===== config.mk =====
export PLATFORM = sky130hd
export DESIGN_NAME = halfstep_pixdiv
export DESIGN_NICKNAME = d
export VERILOG_FILES = /design/src/rtl/halfstep_code_hold.sv /design/src/rtl/halfstep_phase.sv /design/src/rtl/halfstep_pixdiv.sv
export SDC_FILE = /design/constraint.sdc
export NUM_CORES = 1
export LEC_CHECK = 0
export BUFFER_PORTS_ARGS = -buffer_cell sky130_fd_sc_hd__buf_4
export CAP_MARGIN = 20
export CELL_PAD_IN_SITES_DETAIL_PLACEMENT = 0
export CELL_PAD_IN_SITES_GLOBAL_PLACEMENT = 1
export CORE_UTILIZATION = 35
export DETAILED_ROUTE_END_ITERATION = 6
export GPL_TIMING_DRIVEN = 0
export MAX_ROUTING_LAYER = met4
export PLACE_DENSITY_LB_ADDON = 0.1
export SLEW_MARGIN = 20
export SYNTH_ARGS = -nofsm -noshare
export SYNTH_HDL_FRONTEND = slang
export SYNTH_SLANG_ARGS = --single-unit
export TNS_END_PERCENT = 5

===== constraint.sdc =====
create_clock -name clk -period 2.67 [get_ports clk]
set_input_delay 0.534 -clock clk [delete_from_list [all_inputs] [get_ports clk]]
set_output_delay 0.534 -clock clk [all_outputs]
set_load 0.02 [all_outputs]

===== src/rtl/halfstep_code_hold.sv =====
module halfstep_code_hold #(
  parameter int CODE_W = 8
) (
  input  logic              clk,
  input  logic              rst,
  input  logic              load,
  input  logic [CODE_W-1:0] code_in,
  output logic [CODE_W-1:0] code_q
);
  // Active code only moves at a period boundary or while idle.
  always_ff @(posedge clk) begin
    if (rst)       code_q <= '0;
    else if (load) code_q <= code_in;
  end
endmodule


===== src/rtl/halfstep_phase.sv =====
module halfstep_phase #(
  parameter int PH_W = 10
) (
  input  logic            clk,
  input  logic            rst,
  input  logic            run,
  input  logic [PH_W-1:0] ratio,   // period length in half source cycles
  output logic            hit,
  output logic [PH_W-1:0] phase
);
  logic [PH_W-1:0] acc_q;
  logic [PH_W-1:0] acc_nxt;

  // Each source cycle is two half-units.
  assign acc_nxt = acc_q + PH_W'(2);
  assign hit     = run && (acc_nxt >= ratio);
  assign phase   = acc_q;

  always_ff @(posedge clk) begin
    if (rst || !run) acc_q <= '0;
    else if (hit)    acc_q <= acc_nxt - ratio;
    else             acc_q <= acc_nxt;
  end
endmodule


===== src/rtl/halfstep_pixdiv.sv =====
module halfstep_pixdiv #(
  parameter int CODE_W = 8
) (
  input  logic              clk,
  input  logic              rst,
  input  logic              en,
  input  logic [CODE_W-1:0] div_code,
  output logic              pix_ce
);
  localparam int PH_W = CODE_W + 2;

  logic [CODE_W-1:0] act_code;
  logic [PH_W-1:0]   ratio;
  logic [PH_W-1:0]   phase_q;
  logic              hit;
  logic              load_code;
  logic              ce_q;

  assign ratio     = PH_W'(act_code) + PH_W'(2);
  assign load_code = !en || hit;

  halfstep_code_hold #(.CODE_W(CODE_W)) u_hold (
    .clk     (clk),
    .rst     (rst),
    .load    (load_code),
    .code_in (div_code),
    .code_q  (act_code)
  );

  halfstep_phase #(.PH_W(PH_W)) u_phase (
    .clk   (clk),
    .rst   (rst),
    .run   (en),
    .ratio (ratio),
    .hit   (hit),
    .phase (phase_q)
  );

  always_ff @(posedge clk) begin
    if (rst) ce_q <= 1'b0;
    else     ce_q <= hit;
  end

  assign pix_ce = ce_q;
endmodule


==> results of run 1 <==
==> sequential cells by signal, indices dropped and copies added (netlist names) <==
register and cells:
pix_ce 1, u_hold.code_q 8, u_phase.phase 10
==> metal layers <==
metal / share of wire / routed length [um] / track usage / up-vias
met4: 0.021 / 61 / 0.05398 / 0
li1: - / - / - / 577
met2: 0.47 / 1382 / 0.2634 / 21
met5: 0 / 0 / - / -
met3: 0.023 / 68 / 0.02717 / 6
met1: 0.49 / 1436 / 0.1969 / 500
==> final timing paths <==
kind / cells past startpoint / slack [ps] / endpoint / from
worst max-delay path: 11 / 140 / u_hold.code_q[7] / u_phase.phase[1]
worst min-delay path: 2 / 480 / u_phase.phase[0] / u_phase.phase[0]
worst max register to register: 11 / 140 / u_hold.code_q[7] / u_phase.phase[1]
worst min register to register: 2 / 480 / u_phase.phase[0] / u_phase.phase[0]
==> logic make-up after synthesis <==
family / Yosys count
xor+xnor: 17
flops: 19
buf+inv: 10
mux: 13
compound gates: 24
fa+ha+maj: 12
simple gates: 58
==> cells in the final DEF, fill, tap and decap left out, types with 2 or more instances in the layout <==
cell / synthesis / final
xor2_1: 6 / 5
nand2_1: 6 / 5
nor2_1: 26 / 24
nand2b_1: 3 / 3
dfxtp_2: 0 / 6
ha_2: 0 / 3
xnor2_1: 10 / 9
inv_1: 6 / 6
clkbuf_8: 0 / 3
a21oi_1: 8 / 8
nor3_1: 2 / 2
xor2_2: 1 / 2
ha_1: 11 / 5
a21o_1: 2 / 2
buf_4: 1 / 21
o21ai_0: 3 / 2
ha_4: 0 / 3
o21a_1: 2 / 2
mux2i_1: 13 / 13
a211oi_1: 3 / 3
nand3_1: 8 / 8
dfxtp_1: 19 / 12
clkbuf_1: 2 / 2
==> power groups by stage <==
stage / Sequential [W] / Clock [W] / Combinational [W]
finish: 0.000438 / 0.000206 / 0.00140
detailed placement: 0.000435 / 0 / 0.00125
CTS: 0.000432 / 0.000218 / 0.00135
global route: 0.000452 / 0.000226 / 0.00154
floorplan: 0.000421 / 0 / 0.00103
global placement: 0.000432 / 0 / 0.00123
==> stage by stage <==
step	cells	hold WS [ps]	power (W)	setup WS, ps
2_1_floorplan	153	440.8	0.001447	92.06
3_3_place_gp	209	468.0	0.001662	-352.4
3_5_place_dp	209	468.6	0.001684	-355.2
4_1_cts	220	484.0	0.001997	11.07
5_1_grt	222	525.9	0.002221	-29.38
6_report	222	480.0	0.002048	135.8
==> critical path, cell delays in order, from the launching register on <==
cell	delay, ps
dfxtp_4	370
ha_4	150
nand3_1	100
xnor2_1	260
ha_2	370
nand4_1	130
nor2_1	60
o22a_2	260
nor4b_2	210
buf_4	220
mux2i_1	210
nor2_1	60
==> cell type report <==
type	instances	area [um2]
Multi-Input combinational cell	124	993.5
Fill cell	362	1792
Buffer	4	22.52
Timing Repair Buffer	19	142.6
Tap cell	46	57.56
Clock buffer	3	41.29
Sequential cell	19	391.6
Clock inverter	1	5.005
Inverter	6	22.52
==> cell usage after synthesis (all sizes together) (2+ instances only) <==
cell	instances
nor2	26
dfxtp	19
mux2i	13
ha	11
xnor2	10
a21oi	9
nand3	9
xor2	7
inv	6
nand2	6
nor3	4
a211oi	3
nand2b	3
o21ai	3
a21o	2
and3	2
buf	2
clkbuf	2
o21a	2
==> what timing repair did <==
action,4_1_cts,5_1_grt
pin swaps,3,6
endpoints found under the setup margin,19,18
buffers inserted,7,2
gates resized for setup,11,19
==> summary.txt, run 1 <==
Layout cell share with drive strength beyond 1: 0.2955
Final period utilization: 0.9491
Worst-path maximum fanout: 8
Dominant cell type by area after synthesis: dfxtp_1
Syn-to-layout area delta: 27.50%
Nets: 200
Num CTS Buffers: 3
Hold crit path type: reg2reg
Main synth FF type: dfxtp_1
DR iter-0 viols: 18
Starting density of the core: 0.3791
Crit path launch type: flip-flop
Final antenna-violating net count: 0
Crit. End Element: flip-flop
Max-cap violation count: 0
Minimum clock period: 2534 ps
Post-synth ARST share: 0
Final hold vios: 0
Util after Layout: 0.4834
Simple-gate share of the synthesized area: 0.2198
Wire length per cell: 13.28 um
Placed Instance Area: 1448 um2
Final instance area: 1677 um2
Core area: 3468 um2
Post-synthesis adder-cell area fraction: 0.1199
Total negative setup slack: 0 ps
Vias in the first global route: 1,101
Top cells by area, synth: dfxtp_1 (29%), ha_1 (10%), mux2i_1 (9.9%)
Clock slew at reported path FFs: 80 ps
Yosys warns: 0
Initial antenna violation count: 0
Final setup viols: 0
Net Sw Frac: 0.4358
Total grt overflow: 0
Row Count: 21
Clock buffer depth: 2
CTS tree: done
Sequential-to-total area share from yosys stat: 0.2892
Largest family of logic cells by synthesized area: simple AND/OR/NAND/NOR gates
Largest net degree at the start of global routing: 12
Mapped Area: 1315 um2
Worst Path Arrival: 2670 ps
ANT cells: 0
Setup Crit Path Kind: reg2reg
Residual DRC: 0
Pwr/cell area: 1222 nW/um2
Root Driver: clkbuf_8
Total GRT Usage: 0.1599
Fmax: 394.6 MHz
Outcome: complete, no violations
Switch Pwr: 0.0008927 W
Die X: 63.30 um
Final clock skew: 4.267 ps
CTS sink count: 19
Final Wtd Congestion: 0.8043
IO Pins: 12
Vias after detailed routing: 1,104
Vias/cell: 4.973
Cells after synthesis: 153
Clock latency on the worst-skew pair: 260 ps
Syn nets: 176
Chip height: 63.30 um
DR pass1 iterations: 4
Hpwl dp: 2206 um
Comb pwr share: 0.686
Rel. slew slack: 0.6628
Post-Route WL: 2949 um
Hold buffer count at cts: 0
Count of different cell masters after synthesis: 38
Number of synthesized flops with an enable pin: 0
First-pass GRT wire length: 4871 um
Flop pwr share: 0.214
Post-synth top area share: 0.2892
Worst IR Drop VDD: 394.7 uV
Worst Max-Slew Pin Slew: 501.9 ps
H-tree Lvls: 1
Power share of the clock group: 0.100
Number of synthesized register bits: 19
Post-synthesis compound-gate area fraction: 0.1208
I/O Buffers: 10
Leak: 0.7101 nW
Critical path required time: 2810 ps
Avg Cell Area, Syn: 8.595 um2
Xor/xnor cell area share of the yosys netlist: 0.1189
Slew Viols, Final: 0
Die Area: 4006 um2
Mux cell area share after synthesis: 0.09895
Cell internal pwr: 0.001155 W
Note: power is estimated with default switching activity, not from simulation.
==> inputs of run 2 (changes only) <==
- CORE_UTILIZATION: 35 -> 40
==> summary.txt, run 2 (synthesized netlist as in run 1, its figures left out) <==
Max-cap violation count: 0 (unchanged)
RR Startpoint: u_phase.phase[2]
Slew Viols, Final: 0 (unchanged)
FILL cells: 299 (-17%)
ANT cells: 0 (unchanged)
Outcome: complete, no violations
Flop pwr share: 0.224 (+0.010)
I/O Buffers: 10 (unchanged)
Setup Crit Path Kind: reg2reg
Cell internal pwr: 0.001089 W (-5.7%)
CP Buf/Inv Count: 1 (unchanged)
Pre-CTS WS: -323.1 ps (+32.05 ps)
Crit. End Element: flip-flop
RSZ-0062 raised after global routing: true
Final instance area: 1660 um2 (-0.97%)
Placed Instance Area: 1445 um2 (-0.17%)
Multi-input gate area: 1010 um2 (+1.6%)
Syn-to-layout area delta: 26.26%
Wire length per cell: 12.68 um (-4.6%)
Final antenna-violating net count: 0 (unchanged)
Worst Path Arrival: 2800 ps (+130 ps)
Root Driver: clkbuf_4
Post-Route WL: 2726 um (-7.6%)
CP max-delay cell: dfxtp_2
Register area: 399.1 um2 (+1.9%)
Num CTS Buffers: 3 (unchanged)
Vias in the first global route: 1,027 (-6.7%)
Cell chain of the critical path: ha_4 -> nand2_2 -> nor2_2 -> xor2_2 -> ha_4 -> nand4_1 -> nor2_1 -> o22a_2 -> nor4b_2 -> buf_4 -> mux2i_1 -> nor2_1
Crit path launch type: flip-flop
Chip height: 59.34 um (-6.3%)
Delay-heaviest family, CP: simple AND/OR/NAND/NOR gates
Final hold vios: 0 (unchanged)
IO Pins: 12 (unchanged)
Max incr delay on CP: 380 ps (about the same)
Comb pwr share: 0.694 (+0.008)
Clock latency on the worst-skew pair: 310 ps (+50 ps)
Worst setup margin: 71.88 ps (-63.90 ps)
Worst Hold Launch: div_code[0]
Hold crit path type: in2reg
Total grt overflow: 0 (unchanged)
Largest net degree at the start of global routing: 13 (+1)
First-pass GRT wire length: 4367 um (-10%)
Nets: 195 (-2.5%)
Final clock skew: 1.747 ps (-2.520 ps)
Net Sw Frac: 0.4433 (+0.007440)
Clock slew at reported path FFs: 120 ps (+40 ps)
Commonest non-fill, non-tap cell in the layout: nor2_1
Worst Max-Slew Pin Slew: 460.1 ps (-41.81 ps)
DR pass1 iterations: 4 (unchanged)
Worst IR Drop VDD: 526.8 uV (+33%)
Minimum clock period: 2598 ps (+63.90 ps)
Vias after detailed routing: 1,081 (-2.1%)
Pwr/cell area: 1178 nW/um2 (-3.5%)
Commonest non-fill, non-tap cells in the layout: nor2_1 (24), buf_4 (14), mux2i_1 (13)
Initial antenna violation count: 0 (unchanged)
Clock buffer depth: 2 (unchanged)
Largest register FFs: 10 (unchanged)
CTS sink count: 19 (unchanged)
Die Area: 3521 um2 (-12%)
Fmax: 384.9 MHz (-2.5%)
DR iter-0 viols: 27 (+9)
Layout cell share with drive strength beyond 1: 0.2865 (-0.008905)
Final period utilization: 0.9731 (+0.02393)
Die X: 59.34 um (-6.3%)
Final Power: 0.001956 W (-4.5%)
CP Launch Point: u_phase.phase[2]
Final setup viols: 0 (unchanged)
Row Count: 20 (-4.8%)
Critical path required time: 2870 ps (+60 ps)
Final Wtd Congestion: 0.7995 (-0.60%)
H-tree Lvls: 1 (unchanged)
Leak: 0.6927 nW (-2.5%)
CTS tree: done
Core area: 3078 um2 (-11%)
Rel. slew slack: 0.6909 (+0.02809)
Starting density of the core: 0.4272 (+0.04809)
Hpwl dp: 2056 um (-6.8%)
Worst-path maximum fanout: 8 (unchanged)
Switch Pwr: 0.0008673 W (-2.8%)
Residual DRC: 0 (unchanged)
Total GRT Usage: 0.1738 (+0.01396)
Power share of the clock group: 0.082 (-0.018)
Vias/cell: 5.028 (+1.1%)
Worst reg-to-reg setup slack: 70 ps (-60 ps)
## run 2: area by class of cell
cell class                 count  share of cell area
multi-input combinational    124              0.6081
clock inverter                 1            0.004521
timing repair buffer          14             0.07084
inverter                       6             0.01356
tap                           44             0.03316
clock buffer                   3             0.01356
buffer                         4             0.01583
sequential                    19              0.2404
## run 2: power by group through the flow
stage / sequential (W) / combinational (W) / clock (W)
floorplan: 0.000421 / 0.00103 / 0
global placement: 0.000432 / 0.00122 / 0
detailed placement: 0.000434 / 0.00124 / 0
CTS: 0.000427 / 0.00132 / 0.000164
global route: 0.000448 / 0.00150 / 0.000178
finish: 0.000438 / 0.00136 / 0.000161
## run 2: worst register-to-register path, stage by stage, from the launching register on
cell and delay [ps]:
dfxtp_2 380, ha_4 160, nand2_2 60, nor2_2 160, xor2_2 270, ha_4 270, nand4_1 110, nor2_1 60
o22a_2 280, nor4b_2 260, buf_4 230, mux2i_1 210, nor2_1 50
## run 2: worst paths after layout
kind / endpoint / depth (start not counted)
worst max register to register: u_hold.code_q[2] / 12
worst min-delay path: u_hold.code_q[0] / 3
worst min register to register: u_phase.phase[0] / 2
worst max-delay path: u_hold.code_q[2] / 12
## run 2: per-stage QoR
step / hold WS (ps) / TNS [ps] / util / cells
after global routing: 447.6 / -461.0 / 0.5394 / 215
final: 443.7 / 0 / 0.5394 / 215
after detailed placement: 464.7 / -4754 / 0.4695 / 207
after CTS: 444.6 / 0 / 0.4963 / 213
after floorplan: 440.8 / 0 / - / 153
after global placement: 461.0 / -4902 / 0.4695 / 207
## run 2: what timing repair did
item / 4_1_cts / 5_1_grt
setup buffers: 2 / 2
gates resized for setup: 13 / 23
setup endpoints to repair: 18 / 16
pin swaps: 3 / 10
hold buffers: 0 / 0
## run 2: layer usage
metal,GRT usage,up-vias,share of wire
met2,0.2889,14,0.49
met4,0.06122,0,0.014
li1,-,568,-
met5,-,-,0
met1,0.2129,494,0.48
met3,0.02620,5,0.017
==> inputs of run 3 (changes only) <==
--- a/config.mk
+++ b/config.mk
@@ -11,2 +11,3 @@
 export CELL_PAD_IN_SITES_GLOBAL_PLACEMENT = 1
+export CORE_ASPECT_RATIO = 0.7
 export CORE_UTILIZATION = 40
--- a/constraint.sdc
+++ b/constraint.sdc
@@ -3,2 +3,2 @@
 set_output_delay 0.534 -clock clk [all_outputs]
-set_load 0.02 [all_outputs]
+set_load 0.01 [all_outputs]
==> summary.txt, run 3 (synthesized netlist as in run 1, its figures left out) <==
Core area: 3148 um2 (+2.3%)
DR pass1 iterations: 6 (+2)
Vias/cell: 5.156 (+2.5%)
Setup Crit Path Kind: reg2reg
Pre-CTS WS: -397.8 ps (-74.71 ps)
Layout Cells excl Fill: 212 (-1.4%)
Commonest non-fill, non-tap cell in the layout: nor2_1
RSZ-0062 raised after global routing: true
Final Wtd Congestion: 0.8351 (+4.5%)
Starting density of the core: 0.4177 (-0.009509)
Violated checks: DRC
Clock slew at reported path FFs: 70 ps (-50 ps)
Worst reg-to-reg setup slack: 90 ps (+20 ps)
CP Buf/Inv Count: 1 (unchanged)
Critical path required time: 2800 ps (-70 ps)
Pwr/cell area: 1253 nW/um2 (+6.3%)
Wire length per cell: 13.58 um (+7.1%)
ANT cells: 0 (unchanged)
Net Sw Frac: 0.4257 (-0.01758)
Placed Cells: 201 (-2.9%)
Commonest non-fill, non-tap cells in the layout: nor2_1 (24), buf_4 (17), mux2i_1 (13)
Hold buffer count at cts: 0 (unchanged)
Final setup viols: 0 (unchanged)
Row Count: 17 (-15%)
I/O Buffers: 10 (unchanged)
Clock buffer depth: 2 (unchanged)
Max-cap violation count: 0 (unchanged)
Num CTS Buffers: 3 (unchanged)
Worst IR Drop VDD: 652.8 uV (+24%)
Initial antenna violation count: 0 (unchanged)
Crit. End Element: flip-flop
Most used cell, CP: nor2_1
Outcome: finished, violations left
Final antenna-violating net count: 0 (unchanged)
Chip height: 49.97 um (-16%)
Max incr delay on CP: 370 ps (about the same)
Final clock skew: 1.667 ps (-0.07963 ps)
Worst Path Arrival: 2710 ps (-90 ps)
Crit path launch type: flip-flop
First-pass GRT wire length: 4581 um (+4.9%)
Rel. slew slack: 0.7048 (+0.01390)
CTS sink count: 19 (unchanged)
FILL cells: 308 (+3.0%)
Switch Pwr: 0.0009183 W (+5.9%)
Nets: 198 (+1.5%)
CTS tree: done
Largest net degree at the start of global routing: 12 (-1)
H-tree Lvls: 1 (unchanged)
Final period utilization: 0.9652 (-0.007846)
Fmax: 388.0 MHz (+0.81%)
Comb pwr share: 0.699 (+0.005)
Placed Instance Area: 1438 um2 (-0.52%)
Flop pwr share: 0.205 (-0.019)
Post-Route WL: 2880 um (+5.6%)
Leak: 0.7375 nW (+6.5%)
Worst setup margin: 92.83 ps (+20.95 ps)
Total grt overflow: 0 (unchanged)
Final hold vios: 0 (unchanged)
Layout cell share with drive strength beyond 1: 0.3103 (+0.02380)
CP max-delay cell: dfxtp_4
Vias after detailed routing: 1,093 (+1.1%)
Residual DRC: 1 (+1)
Final instance area: 1722 um2 (+3.7%)
Vias in the first global route: 997 (-2.9%)
DR iter-0 viols: 43 (+59%)
Worst Max-Slew Pin Slew: 442.8 ps (-17.31 ps)
Clock latency on the worst-skew pair: 260 ps (-50 ps)
Hpwl dp: 2154 um (+4.8%)
Delay-heaviest family, CP: simple AND/OR/NAND/NOR gates
Root Driver: clkbuf_8
Hold crit path type: reg2reg
Die X: 70.53 um (+19%)
IO Pins: 12 (unchanged)
Worst-path maximum fanout: 7 (-1)
Power share of the clock group: 0.095 (+0.013)
Die Area: 3524 um2 (+0.11%)
Cell internal pwr: 0.001239 W (+14%)
Largest register FFs: 10 (unchanged)
Syn-to-layout area delta: 30.92%
Cell chain of the critical path: ha_4 -> nand2_4 -> nor2_4 -> xor2_2 -> ha_1 -> nand4_1 -> nor2_1 -> o22a_2 -> nor3_4 -> buf_6 -> mux2i_1 -> nor2_1
Total GRT Usage: 0.1772 (+0.003384)
Minimum clock period: 2577 ps (-20.95 ps)
Slew Viols, Final: 0 (unchanged)
-- run 3: changes by cell type in the layout (fill, tap and decap cells not counted), sizes merged --
cell | before | now
buf | 16 | 19
clkinv | 0 | 1
clkinvlp | 1 | 0
-- run 3: final timing paths --
path | cells past startpoint | startpoint | to
worst max-delay path | 12 | u_phase.phase[1] | u_phase.phase[4]
worst min-delay path | 2 | u_phase.phase[0] | u_phase.phase[0]
worst max register to register | 12 | u_phase.phase[1] | u_phase.phase[4]
worst min register to register | 2 | u_phase.phase[0] | u_phase.phase[0]
-- run 3: power groups by stage --
stage | clock network (W) | registers, W | logic [W]
floorplan | 0 | 0.000419 | 0.00103
global placement | 0 | 0.000434 | 0.00124
detailed placement | 0 | 0.000436 | 0.00124
CTS | 0.000215 | 0.000436 | 0.00140
global route | 0.000232 | 0.000455 | 0.00168
finish | 0.000206 | 0.000443 | 0.00151
-- run 3: metrics by stage --
stage               hold slack [ps]    util  setup TNS, ps  power, W
finish                        482.4  0.5469              0  0.002157
global route                  494.6  0.5469         -282.9  0.002365
CTS                           489.5  0.4956              0  0.002051
detailed placement            475.2  0.4567          -5332  0.001676
global placement              461.0  0.4567          -5286  0.001670
floorplan                     440.8       -              0  0.001446
-- run 3: final cells by class --
type	instances	area, um2	area share
flip-flops and latches	19	399.1	0.2318
multi-input cells	124	1049	0.6090
repair buffers	17	127.6	0.07413
inverters	6	22.52	0.01308
clock buffers	3	41.29	0.02398
plain buffers	4	30.03	0.01744
clock inverters	1	5.005	0.002907
well taps	38	47.55	0.02762
-- run 3: timing repair --
action	4_1_cts	5_1_grt
endpoints found under the setup margin	19	18
pin swaps	5	9
buffers inserted	3	4
gates resized for setup	15	29
-- run 3: metal layers --
metal	vias to the layer above	part of all wire	GRT usage
met5	-	0	-
met4	0	0	0.03000
met3	0	0.027	0.04294
met2	12	0.46	0.2670
met1	510	0.51	0.2447
li1	571	-	-
-- run 3: tightest hold or removal path, stage by stage (launching register included) --
cell and delay [ps]:
dfxtp_1 310, inv_1 70, a211oi_1 60
